[src/rtl/i2c_seq_pkg.sv]
package i2c_seq_pkg;
  typedef enum logic [3:0] {
    S_IDLE, S_INIT, S_ADDR, S_ADDR10, S_START, S_WRITE, S_READ, S_DONE, S_ERROR
  } seq_state_e;

  typedef enum logic [2:0] {
    E_NONE    = 3'd0,
    E_NODEV   = 3'd1,
    E_RETRY   = 3'd2,
    E_IOERR   = 3'd3,
    E_TIMEOUT = 3'd4
  } seq_err_e;

  localparam int CB_READ = 3;
  localparam int CB_NACK = 1;

  localparam logic [5:0] C_START_WR = 6'b100100;
  localparam logic [5:0] C_STOP     = 6'b010000;
  localparam logic [5:0] C_RD       = 6'b001000;
  localparam logic [5:0] C_RD_NACK  = 6'b001010;
  localparam logic [5:0] C_WR       = 6'b000100;
  localparam logic [5:0] C_IACK     = 6'b000001;
endpackage

[src/rtl/i2c_seq_addr_gen.sv]
module i2c_seq_addr_gen (
  input  logic [9:0] addr_i,
  input  logic       rd_i,
  input  logic       ten_i,
  output logic [7:0] first_o,
  output logic [7:0] second_o
);
  always_comb begin
    if (ten_i) first_o = {5'b11110, addr_i[9:8], rd_i};
    else       first_o = {addr_i[6:0], rd_i};
    second_o = addr_i[7:0];
  end
endmodule

[src/rtl/i2c_seq_timer.sv]
module i2c_seq_timer #(
  parameter int unsigned LIMIT = 1024
) (
  input  logic clk_i,
  input  logic rst_ni,
  input  logic run_i,
  input  logic kick_i,
  output logic expired_o
);
  localparam int unsigned CNT_W = $clog2(LIMIT + 1);
  localparam logic [CNT_W-1:0] LIM = CNT_W'(LIMIT);

  logic [CNT_W-1:0] cnt_q;

  always_ff @(posedge clk_i or negedge rst_ni) begin
    if (!rst_ni)                    cnt_q <= '0;
    else if (!run_i || kick_i)      cnt_q <= '0;
    else if (cnt_q != LIM)          cnt_q <= cnt_q + CNT_W'(1);
  end

  assign expired_o = run_i && (cnt_q == LIM);

  p_cnt_bound_r12: assert property (@(posedge clk_i) disable iff (!rst_ni)
    cnt_q <= LIM);
  p_kick_clears_r12: assert property (@(posedge clk_i) disable iff (!rst_ni)
    kick_i |=> !expired_o);
endmodule

[src/rtl/i2c_msg_sequencer.sv]
module i2c_msg_sequencer
  import i2c_seq_pkg::*;
#(
  parameter int unsigned LEN_W       = 8,
  parameter int unsigned TIMEOUT_CYC = 1024
) (
  input  logic             clk_i,
  input  logic             rst_ni,
  input  logic             start_i,
  output logic             busy_o,
  output logic             done_o,
  output logic [2:0]       err_o,
  input  logic             desc_valid_i,
  output logic             desc_take_o,
  input  logic [9:0]       desc_addr_i,
  input  logic             desc_rd_i,
  input  logic             desc_ten_i,
  input  logic             desc_nostart_i,
  input  logic [LEN_W-1:0] desc_len_i,
  input  logic             desc_last_i,
  input  logic             wr_valid_i,
  input  logic [7:0]       wr_data_i,
  output logic             wr_take_o,
  output logic             rd_valid_o,
  output logic [7:0]       rd_data_o,
  output logic             cmd_valid_o,
  output logic [5:0]       cmd_o,
  output logic [7:0]       tx_data_o,
  input  logic             tip_i,
  input  logic             bus_busy_i,
  input  logic             nack_i,
  input  logic             arb_lost_i,
  input  logic [7:0]       rx_data_i
);
  localparam logic [LEN_W-1:0] ONE = LEN_W'(1);

  seq_state_e       state_q, st_d, eff_st;
  seq_err_e         err_q, err_d;
  logic [LEN_W-1:0] pos_q, pos_d, p, eff_len;
  logic [9:0]       cur_addr_q;
  logic             cur_rd_q, cur_ten_q, cur_last_q;
  logic [LEN_W-1:0] cur_len_q;
  logic             done_q, hold_q;
  logic             step, tmo, start_ok, load, fin, ok, go_issue;
  logic [7:0]       addr_first, addr_second;

  i2c_seq_addr_gen u_addr (
    .addr_i   (cur_addr_q),
    .rd_i     (cur_rd_q),
    .ten_i    (cur_ten_q),
    .first_o  (addr_first),
    .second_o (addr_second)
  );

  i2c_seq_timer #(.LIMIT(TIMEOUT_CYC)) u_timer (
    .clk_i     (clk_i),
    .rst_ni    (rst_ni),
    .run_i     (busy_o),
    .kick_i    (cmd_valid_o),
    .expired_o (tmo)
  );

  assign busy_o   = (state_q != S_IDLE);
  assign start_ok = start_i && (state_q == S_IDLE);
  assign step     = busy_o && !tip_i && !hold_q && !tmo;

  always_comb begin
    st_d = state_q; err_d = err_q; pos_d = pos_q;
    load = 1'b0; fin = 1'b0; ok = 1'b1; go_issue = 1'b0;
    cmd_valid_o = 1'b0; cmd_o = '0; tx_data_o = '0;
    wr_take_o = 1'b0; rd_valid_o = 1'b0; desc_take_o = 1'b0;
    p = pos_q; eff_len = cur_len_q; eff_st = state_q;
    if (step) begin
      if (state_q == S_DONE || state_q == S_ERROR) begin
        cmd_valid_o = 1'b1; cmd_o = C_IACK; st_d = S_IDLE; fin = 1'b1;
      end else if (arb_lost_i) begin
        cmd_valid_o = 1'b1; cmd_o = C_STOP; st_d = S_ERROR; err_d = E_RETRY;
      end else begin
        unique case (state_q)
          S_INIT: if (!bus_busy_i && desc_valid_i) begin
            desc_take_o = 1'b1; load = 1'b1; pos_d = '0; st_d = S_ADDR;
          end
          S_ADDR: begin
            cmd_valid_o = 1'b1; cmd_o = C_START_WR; tx_data_o = addr_first;
            st_d = cur_ten_q ? S_ADDR10 : S_START;
          end
          S_ADDR10: begin
            if (nack_i) begin
              cmd_valid_o = 1'b1; cmd_o = C_STOP; st_d = S_ERROR; err_d = E_NODEV;
            end else begin
              cmd_valid_o = 1'b1; cmd_o = C_WR; tx_data_o = addr_second; st_d = S_START;
            end
          end
          S_START, S_WRITE, S_READ: begin
            if (state_q != S_READ && nack_i) begin
              cmd_valid_o = 1'b1; cmd_o = C_STOP; st_d = S_ERROR; err_d = E_NODEV;
            end else begin
              go_issue = 1'b1;
              if (state_q == S_READ) begin
                rd_valid_o = 1'b1; p = pos_q + ONE;
              end else begin
                eff_st = cur_rd_q ? S_READ : S_WRITE;
              end
              if (p >= cur_len_q) begin
                go_issue = 1'b0;
                if (cur_last_q) begin
                  cmd_valid_o = 1'b1; cmd_o = C_STOP; st_d = S_DONE;
                end else if (!desc_valid_i) begin
                  ok = 1'b0;
                end else begin
                  desc_take_o = 1'b1; load = 1'b1; p = '0;
                  if (desc_nostart_i && desc_len_i == '0) begin
                    cmd_valid_o = 1'b1; cmd_o = C_STOP; st_d = S_ERROR; err_d = E_IOERR;
                  end else if (!desc_nostart_i) begin
                    st_d = S_ADDR;
                  end else begin
                    go_issue = 1'b1; eff_len = desc_len_i;
                    eff_st = desc_rd_i ? S_READ : S_WRITE;
                  end
                end
              end
              if (ok && go_issue) begin
                if (eff_st == S_READ) begin
                  cmd_valid_o = 1'b1;
                  cmd_o = (p == eff_len - ONE) ? C_RD_NACK : C_RD;
                  st_d = S_READ;
                end else if (wr_valid_i) begin
                  cmd_valid_o = 1'b1; cmd_o = C_WR; tx_data_o = wr_data_i;
                  wr_take_o = 1'b1; p = p + ONE; st_d = S_WRITE;
                end else begin
                  ok = 1'b0;
                end
              end
              pos_d = p;
            end
          end
          default: ;
        endcase
      end
      if (!ok) begin
        st_d = state_q; err_d = err_q; pos_d = pos_q; load = 1'b0;
        cmd_valid_o = 1'b0; cmd_o = '0; tx_data_o = '0;
        wr_take_o = 1'b0; rd_valid_o = 1'b0; desc_take_o = 1'b0;
      end
    end
  end

  assign rd_data_o = rx_data_i;

  always_ff @(posedge clk_i or negedge rst_ni) begin
    if (!rst_ni) begin
      state_q <= S_IDLE; err_q <= E_NONE; pos_q <= '0; done_q <= 1'b0; hold_q <= 1'b0;
      cur_addr_q <= '0; cur_rd_q <= 1'b0; cur_ten_q <= 1'b0;
      cur_len_q <= '0; cur_last_q <= 1'b0;
    end else begin
      hold_q <= cmd_valid_o;
      if (tmo) begin
        state_q <= S_IDLE; err_q <= E_TIMEOUT; done_q <= 1'b1;
      end else if (start_ok) begin
        state_q <= S_INIT; err_q <= E_NONE; done_q <= 1'b0; pos_q <= '0;
      end else begin
        state_q <= st_d; err_q <= err_d; pos_q <= pos_d;
        if (fin) done_q <= 1'b1;
        if (load) begin
          cur_addr_q <= desc_addr_i; cur_rd_q <= desc_rd_i; cur_ten_q <= desc_ten_i;
          cur_len_q <= desc_len_i; cur_last_q <= desc_last_i;
        end
      end
    end
  end

  assign done_o = done_q;
  assign err_o  = err_q;

  p_no_cmd_in_tip_r11: assert property (@(posedge clk_i) disable iff (!rst_ni)
    cmd_valid_o |-> !tip_i);
  p_cmd_gap_r11: assert property (@(posedge clk_i) disable iff (!rst_ni)
    cmd_valid_o |=> !cmd_valid_o);
  p_nack_on_read_r6: assert property (@(posedge clk_i) disable iff (!rst_ni)
    (cmd_valid_o && cmd_o[CB_NACK]) |-> cmd_o[CB_READ]);
  p_done_held_r14: assert property (@(posedge clk_i) disable iff (!rst_ni)
    (done_o && !start_i) |=> (done_o && $stable(err_o)));
  p_fin_after_iack_r8: assert property (@(posedge clk_i) disable iff (!rst_ni)
    ($rose(done_o) && err_o != E_TIMEOUT) |-> $past(cmd_valid_o && cmd_o == C_IACK));
  p_wr_take_cmd_r5: assert property (@(posedge clk_i) disable iff (!rst_ni)
    wr_take_o |-> (cmd_valid_o && cmd_o == C_WR));
  p_timeout_idle_r12: assert property (@(posedge clk_i) disable iff (!rst_ni)
    tmo |=> (!busy_o && done_o && err_o == E_TIMEOUT));
endmodule

[config.mk]
export PLATFORM = sky130hd
export DESIGN_NAME = i2c_msg_sequencer
export DESIGN_NICKNAME = d
export VERILOG_FILES = /design/src/rtl/i2c_seq_pkg.sv /design/src/rtl/i2c_seq_addr_gen.sv /design/src/rtl/i2c_seq_timer.sv /design/src/rtl/i2c_msg_sequencer.sv
export SDC_FILE = /design/constraint.sdc
export NUM_CORES = 1
export LEC_CHECK = 0
export BUFFER_PORTS_ARGS = -buffer_cell sky130_fd_sc_hd__buf_2
export CAP_MARGIN = 20
export CORE_ASPECT_RATIO = 2
export CORE_MARGIN = 4
export CORE_UTILIZATION = 51
export CTS_CLUSTER_SIZE = 24
export DETAILED_ROUTE_END_ITERATION = 8
export MAX_ROUTING_LAYER = met4
export PLACE_DENSITY = 0.83
export SLEW_MARGIN = 20
export SYNTH_ARGS = -nofsm -noshare
export SYNTH_HDL_FRONTEND = slang
export SYNTH_SLANG_ARGS = --single-unit
[constraint.sdc]
create_clock -name clk_i -period 4.3 [get_ports clk_i]
set_input_delay 0.645 -clock clk_i [delete_from_list [all_inputs] [get_ports clk_i]]
set_output_delay 0.645 -clock clk_i [all_outputs]
set_load 0.005 [all_outputs]
==> flow_metrics.py <==
metrics = {
    "global_route": {
        "grt_use_met1_pct": 25.4,
        "grt_pass1_wl_um": 19000,
        "busiest_layer": "met2",
        "grt_overflow_total": 0,
        "grt_max_degree": 50,
        "met2_usage_pct": 50.9,
        "track_usage_pct": 27.2,
        "antenna_found_initial": 0,
        "grt_pass1_vias": 4121,
        "met3_usage_pct": 3.98,
    },
    "floorplanning": {
        "core_area_um2": 7320,
        "die_x_um": 69.3,
        "die_h_um": 131,
        "die-area_um2": 9060,
        "initial_utilization_pct": 52.4,
        "ios": 78,
        "rows": 44,
    },
    "outcome": {
        "status": "finished, violations left",
        "violations": "negative setup slack",
    },
    "timing": {
        "worst_slew_pin_slew_ps": 932,
        "final.setup.tns_ps": -3680,
        "setup_ws_ps": -642,
        "slew_viol_final": 0,
        "hold_viol": 0,
        "setup_viol": 13,
        "grt_setup_unrepaired": "true",
        "period_minus_slack_ps": 4940,
        "fin_skew_ps": 4.82,
        "period_share_pct": 115,
        "maxSlewHeadroom_pct": 37.2,
        "fmax_mhz": 202,
        "hold_ws_ps": 364,
    },
    "worst_setup_path": {
        "crit_path_end_kind": "output pin",
        "slowest_delay_ps": 410,
        "path_cells": "nor4bb_2 -> buf_4 -> nand2_1 -> xor2_2 -> inv_1 -> ha_1 -> o21a_1 -> nor2_2 -> o31a_1 -> nor2_2 -> buf_4 -> a21oi_2 -> ha_2 -> xnor2_1 -> a2111oi_2 -> o2111ai_1 -> a2111oi_4 -> buf_2",
        "crit_fanout": 3,
        "r2r_cells": 18,
        "r2r_start": "state_q[3]",
        "timing.rr.end": "pos_q[7]",
        "arrival_ps": 4300,
        "cp-startpoint": "state_q[3]",
        "cp-start-kind": "flop",
        "required_ps": 3650,
        "endpoint": "cmd_o[1]",
        "critPathSlowestCell": "dfrtp_1",
        "crit_type": "reg -> out",
        "r2r_slack_ps": 70,
    },
    "yosys": {
        "yosysUniqueCellTypes": 72,
        "ys_warn_count": 0,
        "synth.area.top_cells": "dfrtp_1 32%, mux2_2 6.5%, nor2_1 4.8%",
        "synth_seq_area_share_pct": 31.9,
        "yosysTopAreaCell": "dfrtp_1",
        "synth_fp_nets": 501,
        "yosys_register_bits": 49,
        "ys.flop_type": "dfrtp_1",
        "synth_area_um2": 3840,
        "synth_top_area_share_pct": 31.9,
        "async_flop_share_pct": 100,
        "avgSynthCellArea_um2": 8.70,
        "synth_enable_flop_cells": 0,
        "netlist_instances": 441,
    },
    "min_path": {
        "hp-class": "in -> async",
    },
    "cts": {
        "cts_tree": "yes",
        "clkSlewWorstSetupHoldPaths_ps": 70,
        "clockBufferDepth": 2,
        "clock_latency_ps": 290,
        "cts_sinks": 49,
        "cts_made_buffers": 5,
        "htree_levels": 2,
        "clockRootBuffer": "clkbuf_16",
    },
    "place": {
        "io_buffers": 61,
        "place_ws_ps": -330,
        "gp_congestion": 0.944,
        "post-dp-hpwl_um": 9120,
    },
    "detailed_routing": {
        "first_iter_violations": 350,
        "vias": 4183,
        "postRouteAntennaNets": 0,
        "drt_wl_total_um": 13300,
        "viasPerCell": 6.36,
        "drc": 0,
        "drt_first_pass_iters": 5,
        "wire_per_inst_um": 20.2,
    },
    "power": {
        "ir_drop_mv": 0.259,
        "p_per_area_nw_per_um2": 384,
        "p_leak_nw": 2.43,
    },
    "cells_and_area": {
        "postLayoutCoreUtil_pct": 72.1,
        "fillers": 520,
        "area_delta_synth_final_pct": 37.6,
        "drive_gt1_share_pct": 40.5,
        "layout.nets": 624,
    },
    "run": {
        "drv_cap": 0,
    },
}
## Yosys cell counts (all sizes together) (3+ instances only)
library cell	count
a22o	4
or2	4
nor4	3
xnor2	20
a222oi	4
or3	4
nand2	47
mux2	23
a21oi	21
nand4	6
clkbuf	8
mux2i	4
nor2	50
a211oi	3
and3	4
a31oi	8
nand2b	6
inv	22
buf	15
and2	3
a2111oi	5
dfrtp	49
ha	13
nand3	11
nor3	13
xor2	13
o21a	6
o21ai	25
o31ai	9
## cell usage in the layout, fill, tap and decap left out, types with 7 or more instances in the layout
cell     netlist  final
nand3_1        9      9
buf_2          4     59
xor2_1        13     11
inv_1         22     20
ha_1          13     10
nor2_1        49     43
dfrtp_1       49     49
a31oi_1        8      7
buf_6          1     16
buf_4          9     62
nor3_1        13     12
xnor2_1       20     18
o21ai_0       23     23
a21oi_1       20     15
mux2_2        22     20
nand2_1       46     44
## cell type report
type | count | area (um^2) | share of cell area, %
diodes | 1 | 2.50 | 0.0474
flip-flops and latches | 49 | 1230 | 23.2
clock inverters | 2 | 38.8 | 0.734
multi-input cells | 347 | 2710 | 51.4
clock buffers | 6 | 129 | 2.44
repair buffers | 139 | 976 | 18.5
inverters | 22 | 82.6 | 1.56
well taps | 92 | 115 | 2.18
## power breakdown
group | internal [mW] | switching (mW)
clock | 0.276 | 0.175
combinational | 0.404 | 0.515
sequential | 0.561 | 0.0965
total | 1.24 | 0.786
## critical path, delay by kind of cell (launching register included)
kind / cells / cell delay, ps
AO/OA/AOI/OAI: 6 / 1370
flip-flops: 1 / 410
XOR/XNOR: 2 / 340
buffers and inverters: 4 / 610
adder cells (fa/ha/maj): 2 / 580
AND/OR/NAND/NOR: 4 / 680
## state kept, by name (all words and copies together), names as in the netlist
name / flops
cur_addr_q: 10
pos_q: 8
err_o: 3
cur_last_q: 1
u_timer.cnt_q: 11
done_o: 1
cur_len_q: 8
cur_ten_q: 1
hold_q: 1
cur_rd_q: 1
state_q: 4
## metal layers
metal / part of all wire, % / wire length [um]
met1: 33 / 4360
met2: 53 / 7090
met3: 6.2 / 825
met4: 7.6 / 1020
met5: 0 / 0
## cells by family after synthesis
logic type	count (synthesis)	share of synthesized area (%)
simple gates	164	21.3
compound gates	109	20.9
flops	49	31.9
buf+inv	45	5.61
xor+xnor	34	8.12
mux	27	7.89
fa+ha+maj	13	4.24
## through the flow
step	instance area, um^2	instances	power, mW
CTS	4830	639	1.91
global route	5280	657	2.14
floorplan	3870	441	1.17
detailed placement	4580	627	1.44
finish	5280	658	2.03
global placement	4580	627	1.41
## worst min-delay path by stage
| stage | from | endpoint | slack [ps] | depth (start not counted) |
|---|---|---|---|---|
| 6_report | rst_ni | pos_q[6] | 360 | 1 |
| 5_1_grt | rst_ni | pos_q[7] | 410 | 1 |
| 4_1_cts | cur_addr_q[9] | cur_addr_q[9] | 510 | 1 |
| 3_5_place_dp | cur_addr_q[8] | cur_addr_q[8] | 500 | 1 |
| 3_3_place_gp | cur_addr_q[8] | cur_addr_q[8] | 490 | 1 |
| 2_1_floorplan | rst_ni | cur_addr_q[0] | 350 | 0 |
## timing repair
action                                  in CTS  in global routing
setup buffers                                3                 20
cloned                                       1                  0
gates resized for setup                     11                 59
hold buffers                                 0                  0
endpoints found under the setup margin      14                 15
pin swaps                                    7                 18
(Power assumes the default switching activity.)
